`config.mk`:
```
export PLATFORM = sky130hd
export DESIGN_NAME = amirx_recovery
export DESIGN_NICKNAME = d
export VERILOG_FILES = /design/src/rtl/amirx_pkg.sv /design/src/rtl/amirx_phase.sv /design/src/rtl/amirx_carrier.sv /design/src/rtl/amirx_auxdet.sv /design/src/rtl/amirx_recovery.sv
export SDC_FILE = /design/constraint.sdc
export NUM_CORES = 1
export LEC_CHECK = 0
export BUFFER_PORTS_ARGS = -buffer_cell sky130_fd_sc_hd__buf_2
export CAP_MARGIN = 30
export CELL_PAD_IN_SITES_DETAIL_PLACEMENT = 1
export CELL_PAD_IN_SITES_GLOBAL_PLACEMENT = 2
export CORE_MARGIN = 8
export CORE_UTILIZATION = 38
export DETAILED_ROUTE_END_ITERATION = 10
export GPL_TIMING_DRIVEN = 0
export PLACE_DENSITY = 0.84
export SLEW_MARGIN = 20
export SYNTH_ARGS = -nofsm -noshare
export SYNTH_HDL_FRONTEND = slang
export SYNTH_SLANG_ARGS = --single-unit
```
`constraint.sdc`:
```
create_clock -name clk -period 2.3 [get_ports clk]
set_input_delay 0.575 -clock clk [delete_from_list [all_inputs] [get_ports clk]]
set_output_delay 0.575 -clock clk [all_outputs]
set_load 0.1 [all_outputs]
```
`src/rtl/amirx_pkg.sv`:
```
package amirx_pkg;

    // Source of the output bit clock enable
    typedef enum logic [1:0] {
        SRC_LINE  = 2'd0,
        SRC_AUX   = 2'd1,
        SRC_LOCAL = 2'd2
    } clk_src_e;

    // One decoded bit event from the phase tracker
    typedef struct packed {
        logic strobe;
        logic data;
        logic bpv;
    } bit_evt_t;

    // Priority: line carrier, then sensed auxiliary clock, then local divider
    function automatic clk_src_e pick_src(input logic lost, input logic aux_ok);
        if (!lost) begin
            return SRC_LINE;
        end
        if (aux_ok) begin
            return SRC_AUX;
        end
        return SRC_LOCAL;
    endfunction

endpackage

```
`src/rtl/amirx_phase.sv`:
```
module amirx_phase
    import amirx_pkg::*;
#(
    parameter int OSR = 32
) (
    input  logic     clk,
    input  logic     rst,
    input  logic     pos_i,
    input  logic     neg_i,
    output bit_evt_t evt_o
);
    localparam int PW  = $clog2(OSR);
    localparam int MID = OSR / 2;

    logic          pos_r, neg_r, mark_q;
    logic [PW-1:0] phase_q;
    logic          seen_q, bpv_seen_q;
    logic          last_pos_q, pol_valid_q;
    logic          mark_now, edge_w, viol_w, strobe_w;

    assign mark_now = pos_r | neg_r;
    assign edge_w   = mark_now & ~mark_q;
    assign viol_w   = edge_w & pol_valid_q & (pos_r == last_pos_q);
    assign strobe_w = (phase_q == PW'(MID));

    always_ff @(posedge clk) begin
        if (rst) begin
            pos_r       <= 1'b0;
            neg_r       <= 1'b0;
            mark_q      <= 1'b0;
            phase_q     <= '0;
            seen_q      <= 1'b0;
            bpv_seen_q  <= 1'b0;
            last_pos_q  <= 1'b0;
            pol_valid_q <= 1'b0;
            evt_o       <= '0;
        end else begin
            pos_r  <= pos_i;
            neg_r  <= neg_i;
            mark_q <= mark_now;

            if (edge_w) begin
                phase_q     <= PW'(1);
                last_pos_q  <= pos_r;
                pol_valid_q <= 1'b1;
            end else if (phase_q == PW'(OSR - 1)) begin
                phase_q <= '0;
            end else begin
                phase_q <= phase_q + 1'b1;
            end

            if (strobe_w) begin
                evt_o.strobe <= 1'b1;
                evt_o.data   <= seen_q | edge_w;
                evt_o.bpv    <= bpv_seen_q | viol_w;
                seen_q       <= 1'b0;
                bpv_seen_q   <= 1'b0;
            end else begin
                evt_o.strobe <= 1'b0;
                seen_q       <= seen_q | edge_w;
                bpv_seen_q   <= bpv_seen_q | viol_w;
            end
        end
    end

    // Checker state: cycles since the previous sample, and whether a mark edge intervened
    logic [PW:0] gap_q;
    logic        fresh_q;

    always_ff @(posedge clk) begin
        if (rst) begin
            gap_q   <= '0;
            fresh_q <= 1'b1;
        end else if (strobe_w) begin
            gap_q   <= (PW+1)'(1);
            fresh_q <= edge_w;
        end else begin
            gap_q   <= gap_q + 1'b1;
            fresh_q <= fresh_q | edge_w;
        end
    end

    // with no mark edge in between, samples are exactly one bit period apart
    p_free_run_period_r2: assert property (@(posedge clk) disable iff (rst)
        (strobe_w && !fresh_q && !edge_w) |-> (gap_q == (PW+1)'(OSR)));

    // a violation is only ever reported on a one bit
    p_bpv_on_one_r3: assert property (@(posedge clk) disable iff (rst)
        evt_o.bpv |-> evt_o.data);

endmodule

```
`src/rtl/amirx_carrier.sv`:
```
module amirx_carrier #(
    parameter int ZERO_LIMIT = 192,
    parameter int WIN_BITS   = 192,
    parameter int MIN_ONES   = 24
) (
    input  logic clk,
    input  logic rst,
    input  logic strobe_i,
    input  logic data_i,
    output logic lost_o
);
    localparam int ZW = $clog2(ZERO_LIMIT + 1);
    localparam int WW = $clog2(WIN_BITS);
    localparam int OW = $clog2(WIN_BITS + 1);

    logic [ZW-1:0] zrun_q;
    logic [WW-1:0] wcnt_q;
    logic [OW-1:0] ones_q, ones_next;
    logic          win_end;

    assign ones_next = ones_q + OW'(data_i);
    assign win_end   = (wcnt_q == WW'(WIN_BITS - 1));

    always_ff @(posedge clk) begin
        if (rst) begin
            lost_o <= 1'b1;
            zrun_q <= '0;
            wcnt_q <= '0;
            ones_q <= '0;
        end else if (strobe_i) begin
            if (data_i) begin
                zrun_q <= '0;
            end else if (zrun_q != ZW'(ZERO_LIMIT)) begin
                zrun_q <= zrun_q + 1'b1;
            end

            if (win_end) begin
                wcnt_q <= '0;
                ones_q <= '0;
            end else begin
                wcnt_q <= wcnt_q + 1'b1;
                ones_q <= ones_next;
            end

            if (!data_i && zrun_q == ZW'(ZERO_LIMIT - 1)) begin
                lost_o <= 1'b1;
            end else if (win_end && ones_next >= OW'(MIN_ONES)) begin
                lost_o <= 1'b0;
            end
        end
    end

    // loss is only declared on a sampled zero bit
    p_loss_on_zero_r4: assert property (@(posedge clk) disable iff (rst)
        $rose(lost_o) |-> $past(strobe_i && !data_i));

    // recovery only happens at the close of a density window
    p_clear_at_window_r5: assert property (@(posedge clk) disable iff (rst)
        $fell(lost_o) |-> $past(strobe_i && win_end));

endmodule

```
`src/rtl/amirx_auxdet.sv`:
```
module amirx_auxdet #(
    parameter int TIMEOUT = 64
) (
    input  logic clk,
    input  logic rst,
    input  logic aux_i,
    output logic present_o,
    output logic rise_o
);
    localparam int CW = $clog2(TIMEOUT);

    logic          s1_q, s2_q, s3_q;
    logic [CW-1:0] idle_q;
    logic          edge_w;

    assign edge_w = s2_q ^ s3_q;
    assign rise_o = s2_q & ~s3_q;

    always_ff @(posedge clk) begin
        if (rst) begin
            s1_q      <= 1'b0;
            s2_q      <= 1'b0;
            s3_q      <= 1'b0;
            idle_q    <= '0;
            present_o <= 1'b0;
        end else begin
            s1_q <= aux_i;
            s2_q <= s1_q;
            s3_q <= s2_q;
            if (edge_w) begin
                idle_q    <= '0;
                present_o <= 1'b1;
            end else if (idle_q == CW'(TIMEOUT - 1)) begin
                present_o <= 1'b0;
            end else begin
                idle_q <= idle_q + 1'b1;
            end
        end
    end

    // presence is never dropped in a cycle that saw an edge
    p_absent_needs_quiet_r6: assert property (@(posedge clk) disable iff (rst)
        $fell(present_o) |-> $past(!edge_w));

    // presence only appears after an observed edge
    p_present_after_edge_r6: assert property (@(posedge clk) disable iff (rst)
        $rose(present_o) |-> $past(edge_w));

endmodule

```
`src/rtl/amirx_recovery.sv`:
```
module amirx_recovery
    import amirx_pkg::*;
#(
    parameter int OSR         = 32,
    parameter int ZERO_LIMIT  = 192,
    parameter int WIN_BITS    = 192,
    parameter int MIN_ONES    = 24,
    parameter int AUX_TIMEOUT = 64
) (
    input  logic       clk,
    input  logic       rst,
    input  logic       pos_pulse_i,
    input  logic       neg_pulse_i,
    input  logic       aux_clk_i,
    output logic       rclk_en_o,
    output logic       rdata_o,
    output logic       bpv_o,
    output logic       carrier_lost_o,
    output logic       aux_ok_o,
    output logic [1:0] src_o
);
    localparam int DW = $clog2(OSR);

    bit_evt_t      evt;
    logic          lost, aux_ok, aux_rise, local_tick;
    logic [DW-1:0] div_q;
    clk_src_e      src_sel;

    amirx_phase #(.OSR(OSR)) u_phase (
        .clk   (clk),
        .rst   (rst),
        .pos_i (pos_pulse_i),
        .neg_i (neg_pulse_i),
        .evt_o (evt)
    );

    amirx_carrier #(
        .ZERO_LIMIT (ZERO_LIMIT),
        .WIN_BITS   (WIN_BITS),
        .MIN_ONES   (MIN_ONES)
    ) u_carrier (
        .clk      (clk),
        .rst      (rst),
        .strobe_i (evt.strobe),
        .data_i   (evt.data),
        .lost_o   (lost)
    );

    amirx_auxdet #(.TIMEOUT(AUX_TIMEOUT)) u_auxdet (
        .clk       (clk),
        .rst       (rst),
        .aux_i     (aux_clk_i),
        .present_o (aux_ok),
        .rise_o    (aux_rise)
    );

    // Free-running local divider down to the nominal bit rate
    always_ff @(posedge clk) begin
        if (rst) begin
            div_q <= '0;
        end else begin
            div_q <= div_q + 1'b1;
        end
    end
    assign local_tick = (div_q == DW'(OSR - 1));

    assign src_sel = pick_src(lost, aux_ok);

    always_ff @(posedge clk) begin
        if (rst) begin
            rclk_en_o      <= 1'b0;
            rdata_o        <= 1'b0;
            bpv_o          <= 1'b0;
            carrier_lost_o <= 1'b1;
            aux_ok_o       <= 1'b0;
            src_o          <= SRC_LOCAL;
        end else begin
            carrier_lost_o <= lost;
            aux_ok_o       <= aux_ok;
            src_o          <= src_sel;
            case (src_sel)
                SRC_LINE: begin
                    rclk_en_o <= evt.strobe;
                    if (evt.strobe) begin
                        rdata_o <= evt.data;
                        bpv_o   <= evt.bpv;
                    end
                end
                SRC_AUX: begin
                    rclk_en_o <= aux_rise;
                    rdata_o   <= 1'b0;
                    bpv_o     <= 1'b0;
                end
                default: begin
                    rclk_en_o <= local_tick;
                    rdata_o   <= 1'b0;
                    bpv_o     <= 1'b0;
                end
            endcase
        end
    end

    // the line only drives the clock while carrier is present
    p_line_needs_carrier_r7: assert property (@(posedge clk) disable iff (rst)
        (src_o == SRC_LINE) |-> !carrier_lost_o);

    // with carrier lost the choice follows auxiliary presence
    p_fallback_choice_r7: assert property (@(posedge clk) disable iff (rst)
        carrier_lost_o |-> (src_o == (aux_ok_o ? SRC_AUX : SRC_LOCAL)));

    // fallback sources carry no data and no violations
    p_fallback_quiet_r9: assert property (@(posedge clk) disable iff (rst)
        (src_o != SRC_LINE) |-> (!rdata_o && !bpv_o));

endmodule

```
Word level (Yosys, flattened, before mapping) --
Index checks and enable logic that the tools add are counted.
Word-level totals: logic and storage cells 86, input bits 5, register bits after elaboration 62
Operators by class: add/sub/neg operators 6, order comparisons 1, equal/unequal tests 9, reductions and logical operators 13, bitwise gates (word level) 11, muxes and demuxes 18
Operator list (number):
- 2-to-1 mux 8 bit | 4
- adder 8 x 1 -> 8 bit, second input constant | 2
- == test 8 bit, second input constant | 2
- == test 5 bit, second input constant | 3
- adder 5 x 1 -> 5 bit, second input constant | 2
- 2-to-1 mux 1 bit | 9
- adder 8 x 1 -> 8 bit | 1
- greater-or-equal comparator 8 x 5 -> 1 bit, second input constant | 1
- 2-to-1 mux 2 bit | 4
- != test 8 bit, second input constant | 1
- adder 6 x 1 -> 6 bit, second input constant | 1
- == test 6 bit, second input constant | 1
- nonzero test 2 bit | 3
- OR reduction 2 bit | 3
- bitwise AND 1 bit | 4
- AND reduction 2 bit | 2
- inverter 1 bit | 3
- OR 1 bit | 3
- OR reduction 3 bit | 1
- == test 2 x 1 -> 1 bit, second input constant | 1
- logical AND 1 bit | 2
- logical NOT 2 bit | 1
- case mux 1 bit (2 select lines) | 1
- == test 1 bit | 1
- 2 further kinds | 2

Longest topological paths before layout --
depth in word-level cells 7, mapped depth 7

Cells and area by module --
Synthesis repeated with hierarchy kept, for this count alone.
Unflattened totals: cell total of the unflattened synthesis 275, area total of the unflattened synthesis 2671.3 µm²
Modules (own cells, without submodules):
- amirx_carrier | cells each 143, instances 1, area each 1267.5 µm², seq. area each 500.5 µm²
- amirx_phase | cells each 54, instances 1, area each 578.1 µm², seq. area each 300.3 µm²
- amirx_recovery | cells each 37, instances 1, area each 419.2 µm², seq. area each 240.2 µm²
- amirx_auxdet | cells each 41, instances 1, area each 406.6 µm², seq. area each 200.2 µm²

Least setup slack after synthesis --
OpenSTA, ideal clock, no wires.
kind reg-to-reg, start register u_carrier.wcnt_q[0], end register u_carrier.ones_q[6], clock period less this slack 1.681 ns, required time 2.154 ns, stages on the path, launching flop included 7, arrival 1.535 ns, setup slack 0.619 ns, cell sequence dfxtp_1 -> ha_1 -> nand3_1 -> or3_1 -> and2_1 -> a41oi_1 -> a311oi_1
On the way: longest elaborated chain between the ends 2
RTL lines:
- start: declaration | RTL line amirx_carrier.sv:17 | logic [WW-1:0] wcnt_q;
- start signal: assignment | RTL line amirx_carrier.sv:41 | wcnt_q <= wcnt_q + 1'b1;
- == test 8 bit | RTL line amirx_carrier.sv:22 | assign win_end = (wcnt_q == WW'(WIN_BITS - 1));
- 2-to-1 mux 8 bit | RTL line amirx_carrier.sv:37 | if (win_end) begin
- end signal: assignment | RTL line amirx_carrier.sv:42 | ones_q <= ones_next;
- end: declaration | RTL line amirx_carrier.sv:18 | logic [OW-1:0] ones_q, ones_next;
Every way passes these cells. A chain may end at the register's enable or synchronous reset.

Final worst setup path --
start register u_carrier.wcnt_q[1], end register u_carrier.ones_q[6]
The elaborated chain is that of the path after synthesis.

==> summary.md <==
| Metric | Value |
|---|---|
| Least-Margin Pin Slew | approximately 0.56 ns |
| Worst ir drop on vdd | roughly 0.54 mV |
| Count of vias placed by the detailed router | approximately 2.1k |
| Remaining antenna violation count | 0 |
| Clock Sinks | 62 |
| Number of buffers inserted during clock tree synthesis | 9 |
| Element type at the critical path start | flip-flop |
| Count of standard-cell rows | 30 |
| Diode count | 0 |
| Min-Delay Startpoint | u_auxdet.s1_q |
| Horizontal die dimension | 99.83 um |
| Final routed DRC violation total | 0 |
| Starting density of the core | 0.3930 |
| Share of flip-flops with an asynchronous set or reset after synthesis | 0 |
| Clock tree root driver cell | sky130_fd_sc_hd__clkbuf_8 |
| Delay of the slowest critical-path stage | approximately 0.48 ns |
| Number of placed I/O pins | 12 |
| Net count of the finished layout | between 300 and 400 |
| Detailed-placement wirelength estimate | ~4000 um |
| Sum of negative setup slack | 0 ns |
| Number of global-route vias before repair | 2116 |
| Fraction of layout instances using a drive strength above 1 | 0.1456 |
| First element of the critical path | u_carrier.wcnt_q[1] |
| Upper clock frequency limit | 0.5202 GHz |
| Pin count of the biggest net entering global routing | 11 |
| Leading register cell type out of synthesis | sky130_fd_sc_hd__dfxtp_1 |
| Most common cell after layout, fill and taps aside | sky130_fd_sc_hd__dfxtp_1 |
| Critical path buffers and inverters | 0 |
| Worst max-slew margin expressed relative to the limit | 0.6242 |
| Result of the run | finished, final reports clean |
| Series of cell instances along the critical path | ha_1, nand3_1, or3_1, and2_1, a41oi_1, a311oi_1 |
| Number of standard cells after synthesis | 283 |
| Setup Crit Path Kind | flip-flop to flip-flop |
| Area of the core | around 6800 sq um |
| Post-synth EDFFs | 0 |
| PwrDens | around 750 nW/um^2 |
| CTS Buffer Depth | 2 |
| Number of violations reported at the end of detailed-routing iteration 0 | between 50 and 60 |
| Final Slew Violations | 0 |
| Setup slack of the critical path after layout | about 0.38 ns |
| Fin Clk Skew | about 0.0078 ns |
| Final Setup Violations | 0 |
| Height of the chip | between 90 and 100 um |
| DIE AREA | 9965 sq um |
| Period utilisation layout | 0.8359 |
| Clock network latency to the later pin of the worst-skew pair | 0.34 ns |
| Portion of netlist area occupied by mux cells | 0.02671 |
| Post-CTS setup buffers | 0 |
| Delay-heaviest family, CP | simple AND/OR/NAND/NOR gates |
| Setup repair after global routing missed its margin | no |
| Routed length per instance | around 14 um |
| Wire length of the first global-routing pass | 9860 um |
| CTS H-Tree Depth | 3 |
| Clock-pin slew reported for the worst setup and hold paths after clock tree synthesis | ~0.07 ns |
| Static Leak | between 1 and 1.5 nW |
| Register bit count reported by yosys | 62 |
| Total congestion overflow after global routing | 0 |
| Worst Path Arrival | between 2 and 2.5 ns |
| Main combinational cell family by area after synthesis | simple AND/OR/NAND/NOR gates |
| Area share of and/or/nand/nor cells after synthesis | 0.2638 |
| Number of unique standard cell types used by synthesis | 50 |
| PortBufs | 11 |
| Post-synth net total | 300 |
| CP max stage cell | sky130_fd_sc_hd__or3_1 |
| Peak fanout along the critical path | 5 |
| Antenna violations before repair | 0 |
| Final Critical Period | just under 2 ns |
| Total GRT Usage | 0.1236 |
| Worst EP required | between 2 and 2.5 ns |
| Kind of end point of the critical path | flip-flop |
| Hold-fix buffers at CTS | 0 |
| Detailed-router iteration count before antenna repair | 4 |
| Clock tree from TritonCTS | done |
| Via density | 5.079 |
| Hold/Removal Path Class | flip-flop to flip-flop |
| Adder-cell area share of the yosys netlist | 0.05623 |
| YS warnings | 0 |
| Final wirelength | between 5000 and 6000 um |
| Commonest cells after routing, fill and taps aside | sky130_fd_sc_hd__dfxtp_1, sky130_fd_sc_hd__nor2_1, sky130_fd_sc_hd__nand2_1, sky130_fd_sc_hd__clkbuf_8, sky130_fd_sc_hd__a21oi_1 |
| Signed area change from the synthesized netlist to the final layout | 14.85% |
| Number of instances resized during post-cts repair | 0 |
| Post-synthesis instance area | 2670 sq um |
| Placement Setup Slack | between 0.3 and 0.4 ns |
| Max Cap Violations | 0 |
| Area share of xor/xnor cells in the synthesized design | 0.05576 |
| Post-synthesis sequential area ratio | 0.4649 |
| Final Wtd Congestion | roughly 0.75 |
| Post-synthesis average cell area | about 9.4 sq um |
| Hold Fails Final Rpt | 0 |
| Worst R2R Start | u_carrier.wcnt_q[1] |
| Complex-gate fraction of the synthesized area | 0.1017 |
## per-stage QoR
| step | cell area (sq um) | hold slack [ns] | power, mW | util | instances |
|---|---|---|---|---|---|
| finish | 3067 | 0.4415 | 2.288 | 0.4514 | 405 |
| global route | 3067 | 0.4471 | 2.395 | 0.4514 | 405 |
| CTS | 3067 | 0.4217 | 2.335 | 0.4514 | 405 |
| detailed placement | 2845 | 0.4340 | 1.249 | 0.4188 | 390 |
| global placement | 2845 | 0.4201 | 1.245 | 0.4188 | 390 |
| floorplan | 2670 | 0.4138 | 1.219 | - | 283 |
## registers in the layout, summed over array words and instances, names as in the netlist, 2 cells and up
register,flops
u_phase.evt_o,3
u_carrier.wcnt_q,8
div_q,5
u_phase.phase_q,5
src_o,2
u_carrier.zrun_q,8
u_carrier.ones_q,8
u_auxdet.idle_q,6
## synthesized netlist by cell type (5+ instances only)
| cell | instances | area share |
|---|---|---|
| sky130_fd_sc_hd__and2_1 | 6 | 0.014 |
| sky130_fd_sc_hd__and3_1 | 5 | 0.012 |
| sky130_fd_sc_hd__nand3_1 | 11 | 0.021 |
| sky130_fd_sc_hd__xnor2_1 | 7 | 0.023 |
| sky130_fd_sc_hd__a21oi_1 | 14 | 0.026 |
| sky130_fd_sc_hd__nand4_1 | 6 | 0.014 |
| sky130_fd_sc_hd__mux2i_1 | 6 | 0.022 |
| sky130_fd_sc_hd__nand2_1 | 19 | 0.027 |
| sky130_fd_sc_hd__inv_1 | 6 | 0.0084 |
| sky130_fd_sc_hd__xor2_1 | 10 | 0.033 |
| sky130_fd_sc_hd__nor2b_1 | 12 | 0.028 |
| sky130_fd_sc_hd__nor3_1 | 6 | 0.011 |
| sky130_fd_sc_hd__nand2b_1 | 7 | 0.016 |
| sky130_fd_sc_hd__ha_1 | 12 | 0.056 |
| sky130_fd_sc_hd__dfxtp_1 | 62 | 0.46 |
| sky130_fd_sc_hd__nor2_1 | 37 | 0.052 |
| sky130_fd_sc_hd__clkbuf_1 | 5 | 0.0070 |
## cell families after synthesis
group                      Yosys count
and+or+nand+nor                    131
DFF                                 62
AOI/OAI and AO/OA                   40
xor gates and xnor gates            17
buffers and inverters               14
adders and majority gates           12
muxes                                7
## final cells by class
cell class	instances	area, sq um
fillers	805	3727
multi-input cells	207	1346
flip-flops and latches	62	1241
clock buffers	11	151.4
well taps	96	120.1
clock inverters	4	70.07
plain buffers	8	60.06
repair buffers	11	55.05
inverters	6	22.52
## power breakdown
| part | leakage, nW | switching, mW | internal, mW |
|---|---|---|---|
| registers | 0.504 | 0.0183 | 1.10 |
| clock network | 0.115 | 0.407 | 0.659 |
| logic | 0.558 | 0.0644 | 0.0371 |
| total | 1.18 | 0.489 | 1.80 |
## worst paths after layout
kind	endpoint	slack (ns)	depth (start not counted)
max	u_carrier.ones_q[6]	0.38	6
max reg2reg	u_carrier.ones_q[6]	0.38	6
min	u_auxdet.s2_q	0.44	1
min reg2reg	u_auxdet.s2_q	0.44	1
## worst reg2reg max path, delay by kind of cell, from the launching register on
kind,cells,cell delay [ns]
AO/OA/AOI/OAI,2,0.30
AND/OR/NAND/NOR,3,0.90
flip-flops,1,0.36
adder cells (fa/ha/maj),1,0.20
## layer usage
layer  vias up  GRT usage  part of all wire
met1       996     0.1460              0.49
met4         0    0.04889             0.012
met2        19     0.2001              0.46
met3         7    0.04291             0.036
li1       1035          -                 -
met5         -          0                 0
Note: power is estimated with default switching activity, not from simulation.
